`src/rtl/fa_pkg.sv`:
```
package fa_pkg;

    typedef enum logic [1:0] {
        SZ_BYTE = 2'd0,
        SZ_HALF = 2'd1,
        SZ_WORD = 2'd2,
        SZ_BAD  = 2'd3
    } xfer_size_t;

    typedef enum logic [1:0] {
        ST_IDLE,
        ST_WAIT_PF,
        ST_FILL,
        ST_RESP
    } fa_state_t;

    function automatic logic bad_align(input xfer_size_t sz, input logic [1:0] lo);
        bad_align = (sz == SZ_BAD) ||
                    (sz == SZ_HALF && lo[0]) ||
                    (sz == SZ_WORD && (lo != 2'b00));
    endfunction

endpackage

```
`src/rtl/fa_extract.sv`:
```
module fa_extract
    import fa_pkg::*;
#(
    parameter int LINE_W = 128,
    parameter int OFF_W  = 4
) (
    input  logic [LINE_W-1:0] line,
    input  logic [OFF_W-1:0]  off,
    input  xfer_size_t        size,
    output logic [31:0]       data
);
    logic [LINE_W-1:0] shifted;

    // Lowest-addressed byte lands in bits 7:0 (little-endian lanes)
    assign shifted = line >> {off, 3'b000};

    always_comb begin
        unique case (size)
            SZ_BYTE: data = {24'd0, shifted[7:0]};
            SZ_HALF: data = {16'd0, shifted[15:0]};
            SZ_WORD: data = shifted[31:0];
            default: data = 32'd0;
        endcase
    end
endmodule

```
`src/rtl/fa_buf.sv`:
```
module fa_buf #(
    parameter int TAG_W  = 6,
    parameter int LINE_W = 128
) (
    input  logic              clk,
    input  logic              rst_n,
    input  logic              clear,
    input  logic              load,
    input  logic              drop,
    input  logic [TAG_W-1:0]  load_tag,
    input  logic [LINE_W-1:0] load_line,
    output logic              valid,
    output logic [TAG_W-1:0]  tag,
    output logic [LINE_W-1:0] line
);
    always_ff @(posedge clk or negedge rst_n) begin
        if (!rst_n) begin
            valid <= 1'b0;
        end else if (clear) begin
            valid <= 1'b0;
        end else if (load) begin
            valid <= 1'b1;
        end else if (drop) begin
            valid <= 1'b0;
        end
    end

    always_ff @(posedge clk) begin
        if (load) begin
            tag  <= load_tag;
            line <= load_line;
        end
    end
endmodule

```
`src/rtl/flash_accel.sv`:
```
module flash_accel
    import fa_pkg::*;
#(
    parameter int LINE_W    = 128,
    parameter int ADDR_W    = 20,
    parameter int ARRAY_LAT = 4,
    localparam int OFF_W    = $clog2(LINE_W / 8),
    localparam int TAG_W    = ADDR_W - OFF_W
) (
    input  logic              clk,
    input  logic              rst_n,
    input  logic              invalidate,
    input  logic              bus_req,
    input  logic              bus_write,
    input  logic [1:0]        bus_size,
    input  logic [ADDR_W-1:0] bus_addr,
    output logic              bus_ready,
    output logic              bus_err,
    output logic [31:0]       bus_rdata,
    output logic              mem_req,
    output logic [TAG_W-1:0]  mem_line_addr,
    input  logic              mem_valid,
    input  logic [LINE_W-1:0] mem_rdata
);
    // ARRAY_LAT documents the array timing; the controller waits on mem_valid.
    localparam int LAT_CHECK = ARRAY_LAT;

    fa_state_t st_q, st_d;

    xfer_size_t       size_in;
    logic [TAG_W-1:0] tag_in;
    logic [OFF_W-1:0] off_in;
    logic             reject;

    // Captured request
    logic [TAG_W-1:0] cap_tag;
    logic [OFF_W-1:0] cap_off;
    xfer_size_t       cap_size;

    // Buffers
    logic              lb_v, sb_v;
    logic [TAG_W-1:0]  lb_tag, sb_tag;
    logic [LINE_W-1:0] lb_line, sb_line;
    logic              lb_hit, sb_hit;
    logic              lb_load;
    logic [TAG_W-1:0]  lb_ltag;
    logic [LINE_W-1:0] lb_lline;
    logic              sb_load;

    // Array tracker
    logic             arr_busy, arr_pf, pf_kill;
    logic             issue_dem, issue_pf;
    logic [TAG_W-1:0] issue_tag;

    // Response
    logic [31:0]       rd_d, rd_q;
    logic              err_d, err_q;
    logic              promote;
    logic [LINE_W-1:0] ext_line;
    logic [OFF_W-1:0]  ext_off;
    xfer_size_t        ext_size;
    logic [31:0]       ext_data;

    assign size_in = xfer_size_t'(bus_size);
    assign tag_in  = bus_addr[ADDR_W-1:OFF_W];
    assign off_in  = bus_addr[OFF_W-1:0];
    assign reject  = bus_write || bad_align(size_in, bus_addr[1:0]);
    assign lb_hit  = lb_v && (lb_tag == tag_in);
    assign sb_hit  = sb_v && (sb_tag == tag_in);

    // ---------------- line buffer and speculation buffer ----------------
    fa_buf #(.TAG_W(TAG_W), .LINE_W(LINE_W)) u_lb (
        .clk      (clk),
        .rst_n    (rst_n),
        .clear    (invalidate),
        .load     (lb_load),
        .drop     (1'b0),
        .load_tag (lb_ltag),
        .load_line(lb_lline),
        .valid    (lb_v),
        .tag      (lb_tag),
        .line     (lb_line)
    );

    assign sb_load = mem_valid && arr_busy && arr_pf && !pf_kill && !invalidate;

    fa_buf #(.TAG_W(TAG_W), .LINE_W(LINE_W)) u_sb (
        .clk      (clk),
        .rst_n    (rst_n),
        .clear    (invalidate),
        .load     (sb_load),
        .drop     (issue_pf),
        .load_tag (mem_line_addr),
        .load_line(mem_rdata),
        .valid    (sb_v),
        .tag      (sb_tag),
        .line     (sb_line)
    );

    // ---------------- lane extraction (one shared instance) ----------------
    always_comb begin
        if (st_q == ST_FILL) begin
            ext_line = mem_rdata;
            ext_off  = cap_off;
            ext_size = cap_size;
        end else begin
            ext_line = lb_hit ? lb_line : sb_line;
            ext_off  = off_in;
            ext_size = size_in;
        end
    end

    fa_extract #(.LINE_W(LINE_W), .OFF_W(OFF_W)) u_ext (
        .line(ext_line),
        .off (ext_off),
        .size(ext_size),
        .data(ext_data)
    );

    // ---------------- state register ----------------
    always_ff @(posedge clk or negedge rst_n) begin
        if (!rst_n) st_q <= ST_IDLE;
        else        st_q <= st_d;
    end

    // ---------------- next state and control ----------------
    always_comb begin
        st_d      = st_q;
        issue_dem = 1'b0;
        issue_pf  = 1'b0;
        issue_tag = cap_tag;
        promote   = 1'b0;
        lb_load   = 1'b0;
        lb_ltag   = cap_tag;
        lb_lline  = mem_rdata;
        rd_d      = rd_q;
        err_d     = err_q;
        unique case (st_q)
            ST_IDLE: begin
                if (bus_req) begin
                    if (reject) begin
                        rd_d  = 32'd0;
                        err_d = 1'b1;
                        st_d  = ST_RESP;
                    end else if (lb_hit) begin
                        rd_d  = ext_data;
                        err_d = 1'b0;
                        st_d  = ST_RESP;
                    end else if (sb_hit) begin
                        rd_d      = ext_data;
                        err_d     = 1'b0;
                        promote   = 1'b1;
                        lb_load   = 1'b1;
                        lb_ltag   = sb_tag;
                        lb_lline  = sb_line;
                        issue_pf  = !arr_busy;
                        issue_tag = sb_tag + TAG_W'(1);
                        st_d      = ST_RESP;
                    end else if (arr_busy) begin
                        st_d = ST_WAIT_PF;
                    end else begin
                        issue_dem = 1'b1;
                        issue_tag = tag_in;
                        st_d      = ST_FILL;
                    end
                end
            end
            ST_WAIT_PF: begin
                if (!arr_busy) begin
                    issue_dem = 1'b1;
                    issue_tag = cap_tag;
                    st_d      = ST_FILL;
                end
            end
            ST_FILL: begin
                if (mem_valid) begin
                    lb_load   = 1'b1;
                    rd_d      = ext_data;
                    err_d     = 1'b0;
                    issue_pf  = 1'b1;
                    issue_tag = cap_tag + TAG_W'(1);
                    st_d      = ST_RESP;
                end
            end
            ST_RESP: begin
                st_d = ST_IDLE;
            end
            default: st_d = ST_IDLE;
        endcase
    end

    // ---------------- registered outputs and tracking ----------------
    always_ff @(posedge clk or negedge rst_n) begin
        if (!rst_n) begin
            rd_q          <= 32'd0;
            err_q         <= 1'b0;
            mem_req       <= 1'b0;
            mem_line_addr <= '0;
            arr_busy      <= 1'b0;
            arr_pf        <= 1'b0;
            pf_kill       <= 1'b0;
            cap_tag       <= '0;
            cap_off       <= '0;
            cap_size      <= SZ_BYTE;
        end else begin
            rd_q    <= rd_d;
            err_q   <= err_d;
            mem_req <= issue_dem || issue_pf;
            if (issue_dem || issue_pf) begin
                mem_line_addr <= issue_tag;
                arr_busy      <= 1'b1;
                arr_pf        <= issue_pf;
                pf_kill       <= invalidate;
            end else begin
                if (mem_valid) arr_busy <= 1'b0;
                if (invalidate && arr_busy) pf_kill <= 1'b1;
            end
            if (st_q == ST_IDLE && bus_req) begin
                cap_tag  <= tag_in;
                cap_off  <= off_in;
                cap_size <= size_in;
            end
        end
    end

    assign bus_ready = (st_q == ST_RESP);
    assign bus_err   = bus_ready && err_q;
    assign bus_rdata = bus_ready ? rd_q : 32'd0;

    // ---------------- assertions ----------------
    initial begin
        AST_LAT_POSITIVE: assert (LAT_CHECK >= 1);
    end

    AST_READY_PULSE: assert property (@(posedge clk) disable iff (!rst_n)
        bus_ready |=> !bus_ready);

    AST_ONE_OUTSTANDING: assert property (@(posedge clk) disable iff (!rst_n)
        (issue_dem || issue_pf) |-> (!arr_busy || mem_valid));

    AST_WRITE_ERR: assert property (@(posedge clk) disable iff (!rst_n)
        (st_q == ST_IDLE && bus_req && bus_write) |=> (bus_ready && bus_err && !mem_req));

    AST_MISALIGN_ERR: assert property (@(posedge clk) disable iff (!rst_n)
        (st_q == ST_IDLE && bus_req && size_in == SZ_WORD && bus_addr[1:0] != 2'b00)
        |=> (bus_ready && bus_err));

    AST_LB_HIT_FAST: assert property (@(posedge clk) disable iff (!rst_n)
        (st_q == ST_IDLE && bus_req && !reject && lb_hit) |=> (bus_ready && !bus_err && !mem_req));

    AST_PF_NEXT_LINE: assert property (@(posedge clk) disable iff (!rst_n)
        (st_q == ST_FILL && mem_valid) |=> (mem_req && mem_line_addr == $past(cap_tag) + TAG_W'(1)));

    AST_BUFS_DISTINCT: assert property (@(posedge clk) disable iff (!rst_n)
        (lb_v && sb_v) |-> (lb_tag != sb_tag));

    AST_INVAL_EMPTY: assert property (@(posedge clk) disable iff (!rst_n)
        invalidate |=> (!lb_v && !sb_v));

    AST_PROMOTE_HITS: assert property (@(posedge clk) disable iff (!rst_n)
        promote |-> (sb_v && !lb_hit));

endmodule

```
`config.mk`:
```
export PLATFORM = sky130hd
export DESIGN_NAME = flash_accel
export DESIGN_NICKNAME = d
export VERILOG_FILES = /design/src/rtl/fa_pkg.sv /design/src/rtl/fa_extract.sv /design/src/rtl/fa_buf.sv /design/src/rtl/flash_accel.sv
export SDC_FILE = /design/constraint.sdc
export NUM_CORES = 1
export LEC_CHECK = 0
export ABC_AREA = 1
export BUFFER_PORTS_ARGS = -buffer_cell sky130_fd_sc_hd__buf_4
export CELL_PAD_IN_SITES_DETAIL_PLACEMENT = 1
export CELL_PAD_IN_SITES_GLOBAL_PLACEMENT = 1
export CORE_UTILIZATION = 45
export DETAILED_ROUTE_END_ITERATION = 10
export PLACE_DENSITY = 0.82
export RECOVER_POWER = 50
export SYNTH_ARGS = -nofsm -noshare
export SYNTH_HDL_FRONTEND = slang
export SYNTH_HIERARCHICAL = 1
export SYNTH_SLANG_ARGS = --single-unit
```
`constraint.sdc`:
```
create_clock -name clk -period 15.4 [get_ports clk]
set_clock_uncertainty 0.05 [all_clocks]
set_input_delay 3.08 -clock clk [delete_from_list [all_inputs] [get_ports clk]]
set_output_delay 3.08 -clock clk [all_outputs]
set_load 0.05 [all_outputs]
```
# Word-level counts from Yosys, hierarchy flattened
# Cells that the tools add are included.
op_classes:
  add_sub_neg: 2
  n_mul: 0
  div_mod_pow: 0
  magnitude_cmp: 0
  eq_ne: 14
  shift: 1
  muxes: 68
  bitwise_logic: 0
  n_reduce_logical: 28
op_table:
  columns: ["operator", "count"]
  rows:
  - ["$mux W128", 7]
  - ["$mux W32", 6]
  - ["$mux W16", 11]
  - ["$shr A128 B7 Y32", 1]
  - ["$pmux W32 S3", 1]
  - ["$pmux W32 S2", 1]
  - ["$add A16 B1 Y16 const B", 2]
  - ["$eq A16 B16 Y1", 2]
  - ["$pmux W16 S2", 1]
  - ["$mux W1", 27]
  - ["$mux W2", 8]
  - ["$logic_and A1 B1 Y1", 11]
  - ["$eq A2 B2 Y1 const B", 5]
  - ["$reduce_bool A2 Y1", 5]
  - ["$pmux W1 S2", 4]
  - ["$pmux W2 S4", 1]
  - ["$eq A2 B1 Y1 const B", 3]
  - ["$ne A2 B2 Y1 const B", 3]
  - ["$logic_not A2 Y1", 2]
  - ["$logic_or A1 B1 Y1", 4]
  - ["$mux W4", 1]
  - ["$ne A4 B4 Y1 const B", 1]
  - ["$reduce_and A4 Y1", 1]
  - ["$logic_not A1 Y1", 3]
  - ["other kinds (2)", 2]
totals:
  reg_bits: 367
  latchBits: 0
  mem_bits_rw: 0
  rom_bits: 0
  in_bits: 156
  out_inout_bits: 51
  wordCells: 130
  mem_count: 0

# Depth between registers and ports, before layout
logic_depth:
  ltp_word: 11
  ltp_mapped: 22
  depth_no_buf: 20

# Cells and area by module
# The synthesis kept the hierarchy.
modules_own_cells:
  columns: ["module", "n_inst", "cells_each", "area_per_inst_um2", "seq_area_each_um2"]
  rows:
  - ["flash_accel", 1, 1953, 10631.4, 1926.8]
  - ["fa_buf", 2, 149, 4369.2, 4349.2]
  - ["fa_extract", 1, 917, 3792.4, 0.0]

# Least setup slack after synthesis
# Ideal clock, no wire load.
synth_timing:
  path_type: "input port to flip-flop"
  startpoint: "input invalidate"
  endpoint: "register u_sb.valid"
  setup_ns: 0.102
  t_arrival_ns: 13.927
  t_required_ns: 15.248
  setup_slack_ns: 1.322
  stages: 3
  n_path_buf: 0
  path_cell_list: "nor3_1 -> inv_1 -> a21oi_2"
synth_between:
  elab_chain_len: 4
  word_cells_on_any_way: 5
  classes_between: "2 x mux; 3 x reduce/logical"
synth_rtl:
  columns: ["item", "line", "text"]
  rows:
  - ["start, declared", "flash_accel.sv:12", "input logic invalidate,"]
  - ["$logic_not A1 Y1", "flash_accel.sv:85", "assign sb_load = mem_valid && arr_busy && arr_pf && !pf_kill && !invalidate;"]
  - ["$logic_and A1 B1 Y1", "flash_accel.sv:85", null]
  - ["$mux W1", "fa_buf.sv:21", "end else if (load) begin"]
  - ["$mux W1", "fa_buf.sv:19", "end else if (clear) begin"]
  - ["end signal, assigned", "fa_buf.sv:18", "valid <= 1'b0;"]
  - ["end signal, assigned", "fa_buf.sv:20", "valid <= 1'b0;"]
  - ["end signal, assigned", "fa_buf.sv:22", "valid <= 1'b1;"]
  - ["end, declared", "fa_buf.sv:12", "output logic valid,"]
# Several ways; a longest one is shown, not always the timed one.
# A chain may end at the register's enable or synchronous reset.

# Worst setup path after layout
layout_timing:
  startpoint: "input mem_valid"
  endpoint: "register u_sb.line[80], enable pin"
layout_between:
  elab_chain_len: 4
layout_rtl:
  columns: ["item", "line", "text"]
  rows:
  - ["start, declared", "flash_accel.sv:22", "input logic mem_valid,"]
  - ["$logic_and A1 B1 Y1 (4 in series)", "flash_accel.sv:85", null]
  - ["net sb_load", "flash_accel.sv:48", "logic sb_load;"]
  - ["end signal, assigned", "fa_buf.sv:31", "line <= load_line;"]
  - ["end, declared", "fa_buf.sv:14", "output logic [LINE_W-1:0] line"]
# The timed path passes the listed nets, and every way through them passes these cells.

==> summary.txt <==
Critical path
  – Worst Path Class, Setup: input pin to flip-flop
  – Critical path arrival: 8.40 ns
  – CP delay by family, top: buffers and inverters
  – CP startpoint kind: input pin
  – Setup crit end kind: flip-flop
  – Critical path cell sequence: clkbuf_1 > nand3_1 > nor3_1 > clkbuf_1 > clkbuf_1
  – R2r setup slk: 9.46 ns
  – Crit-path max FO: 63
  – Slowest Stage Delay on Critical Path: 2.95 ns
  – Slowest CP cell: clkbuf_1
  – Worst Path Buf+Inv: 3
  – Req. time, crit path: 15.43 ns
  – Most common cell on crit path: clkbuf_1

Yosys
  – Yosys warning count: 6
  – Post-synthesis cell count: 3,168
  – Synth Cell Area: 0.02316 sq mm
  – Count leader, synth: nand2_1
  – Area contributors post-synth: edfxtp_1, nand2_1, dfrtp_1, o21ai_0, inv_1
  – Number of synthesized flops with an enable pin: 288
  – Post-synth ARST share: 0.2153
  – Synth unique cells: 45
  – Avg Synthesized Cell Area: 7.311 sq um
  – Leading area contributor after synthesis: edfxtp_1
  – Seq cells post-synth: 367
  – Mapped Nets: 3,330
  – Sequential area share after synthesis: 0.4587
  – Main synth FF type: edfxtp_1
  – Post-synth top cells: nand2_1, o21ai_0, edfxtp_1, inv_1, nor2_1
  – Top cell type's share of synthesized area: 0.3734

Clock network
  – Reg clk slew, reported paths: 0.06 ns
  – Postcts setup bufs: 0
  – TritonCTS Buffers: 43
  – Clk root buf: clkbuf_16
  – CTS tree: built
  – CTS resizes: 0
  – Worst skew pair latency: 0.59 ns
  – Clock tree sinks: 367
  – H-tree depth: 2
  – Bufs on Longest Clock Path: 3
  – Cts hold-fix bufs: 0

Floorplan
  – Standard-cell rows: 82
  – Die width: 228.9 um
  – Core area: 0.05048 sq mm
  – Die area: 0.05238 sq mm
  – Die H: 228.9 um
  – Initial Util: 0.4589
  – IO Pins: 207

STA
  – Worst Max-Slew Pin Slew: 4.084 ns
  – Final period util: 0.5438
  – Fin. Hold Viols: 0
  – Final hold slack: 0.4319 ns
  – Final setup vio count: 0
  – Slew Viols, Final: 340
  – RSZ-0062 raised after global routing: no
  – Minimum clock period: 8.374 ns
  – Setup TNS: 0 ns
  – Slew HR: -1.723
  – Max Fclk: 119.4 MHz

Place
  – Port Buf Inserts: 206
  – Detailed Place HPWL: 61,500 um
  – RD Place Congestion: 0.9242

Pwr
  – VDD IR max: 0.0001245 V
  – Pwr/cell area: 189.2 mW/mm^2
  – Static leakage: 11.59 nW

Routing
  – Routed length per instance: 21.98 um
  – Vias post-DR: 22,220
  – Initial DRC count: 1,623
  – Final wirelength: 86,970 um
  – Iteration count of the initial detailed-routing pass: 5
  – Vias/cell: 5.615
  – ANT nets after route: 0
  – Post-route DRC: 0

Min path
  – Hold Path Class: flip-flop to flip-flop

Finish
  – Nets@finish: 3,418
  – Final core occ: 0.5049
  – Diode count: 0
  – Layout cells sized above 1: 0.07641
  – Area growth, synth to finish: 10.03%

GRT
  – Tot GR Track Use: 0.3314
  – Vias in the first global route: 23,180
  – First-pass GRT wire length: 135,000 um
  – Largest net degree at the start of global routing: 109
  – GRT overflow: 0
  – Initial antenna violation count: 0

Status
  – Failing checks: max-capacitance violations, max-slew violations
  – Status: complete, but fails checks

Job
  – Max-cap violations: 7
-- stage by stage --
stage	setup WS (ns)	total power, mW	area, sq um	cells
3_3_place_gp	8.296	3.800	24790	3883
5_1_grt	6.886	5.104	25480	3957
4_1_cts	8.769	4.838	26080	3957
3_5_place_dp	8.199	3.844	24790	3883
6_report	7.026	4.822	25480	3957
2_1_floorplan	1.322	3.017	23160	3168
-- final timing paths --
path                                   startpoint                to  cells past startpoint
worst min-delay path            mem_line_addr[10]      u_sb/tag[10]                      0
worst max-delay path                    mem_valid     u_sb/line[80]                      5
worst max register to register            st_q[0]           rd_q[2]                     16
worst min register to register  mem_line_addr[10]      u_sb/tag[10]                      0
max in group asynchronous                   rst_n          rd_q[14]                      2
min in group asynchronous                   rst_n  mem_line_addr[7]                      1
-- per-layer routing --
| metal | up-vias | routed length, um | GRT usage |
|---|---|---|---|
| met5 | - | 0 | 0 |
| met2 | 590 | 42380 | 0.5638 |
| met1 | 11030 | 38070 | 0.4387 |
| met3 | 138 | 3809 | 0.04042 |
| li1 | 10460 | - | - |
| met4 | 0 | 2710 | 0.1050 |
-- kinds of logic (layout without fill, tap and decap cells) --
group,Yosys count,after routing,synth area share
buf+inv,485,602,0.09253
flops,367,367,0.4587
fa+ha+maj,6,6,0.003241
compound gates,634,634,0.1534
xor+xnor,12,12,0.004538
simple gates,1663,1663,0.2874
other cells,1,1,0.0001619
-- power by group --
group | switching (mW) | total [mW] | internal (mW)
combinational | 1.84 | 2.44 | 0.599
sequential | 0.110 | 1.40 | 1.29
clock | 0.435 | 0.980 | 0.545
total | 2.39 | 4.82 | 2.43
-- sequential cells by signal (all words and copies together) (netlist names) --
signal         count
st_q               2
cap_size           2
u_sb/valid         1
mem_line_addr     16
u_sb/tag          16
mem_req            1
err_q              1
u_lb/valid         1
arr_busy           1
pf_kill            1
u_lb/line        128
cap_tag           16
arr_pf             1
cap_off            4
rd_q              32
u_lb/tag          16
u_sb/line        128
-- placed cells by master, fill, tap and decap left out, drive strengths merged --
| cell | count |
|---|---|
| inv | 292 |
| o22ai | 7 |
| dfrtp | 79 |
| a21oi | 33 |
| nand3b | 6 |
| clkinv | 19 |
| buf | 81 |
| xor2 | 9 |
| xnor2 | 3 |
| a21boi | 2 |
| nor4 | 1 |
| nand3 | 183 |
| a31oi | 5 |
| conb | 1 |
| nand2 | 1244 |
| or2 | 2 |
| nor2 | 200 |
| o32ai | 1 |
| o21ai | 575 |
| o31a | 1 |
| nand4 | 16 |
| o211ai | 8 |
| nor3 | 10 |
| clkinvlp | 2 |
| bufinv | 2 |
| ha | 6 |
| clkbuf | 206 |
| o31ai | 2 |
| and3b | 1 |
| edfxtp | 288 |
-- layout make-up --
| cell class | count | area [sq um] |
|---|---|---|
| clock buffer | 52 | 1110 |
| sequential | 367 | 10630 |
| multi-input combinational | 2316 | 10440 |
| tap | 672 | 840.8 |
| timing repair buffer | 235 | 1186 |
| fill | 6526 | 24990 |
| clock inverter | 22 | 177.7 |
| inverter | 293 | 1105 |
No activity file was read; power rests on OpenSTA's default activity.
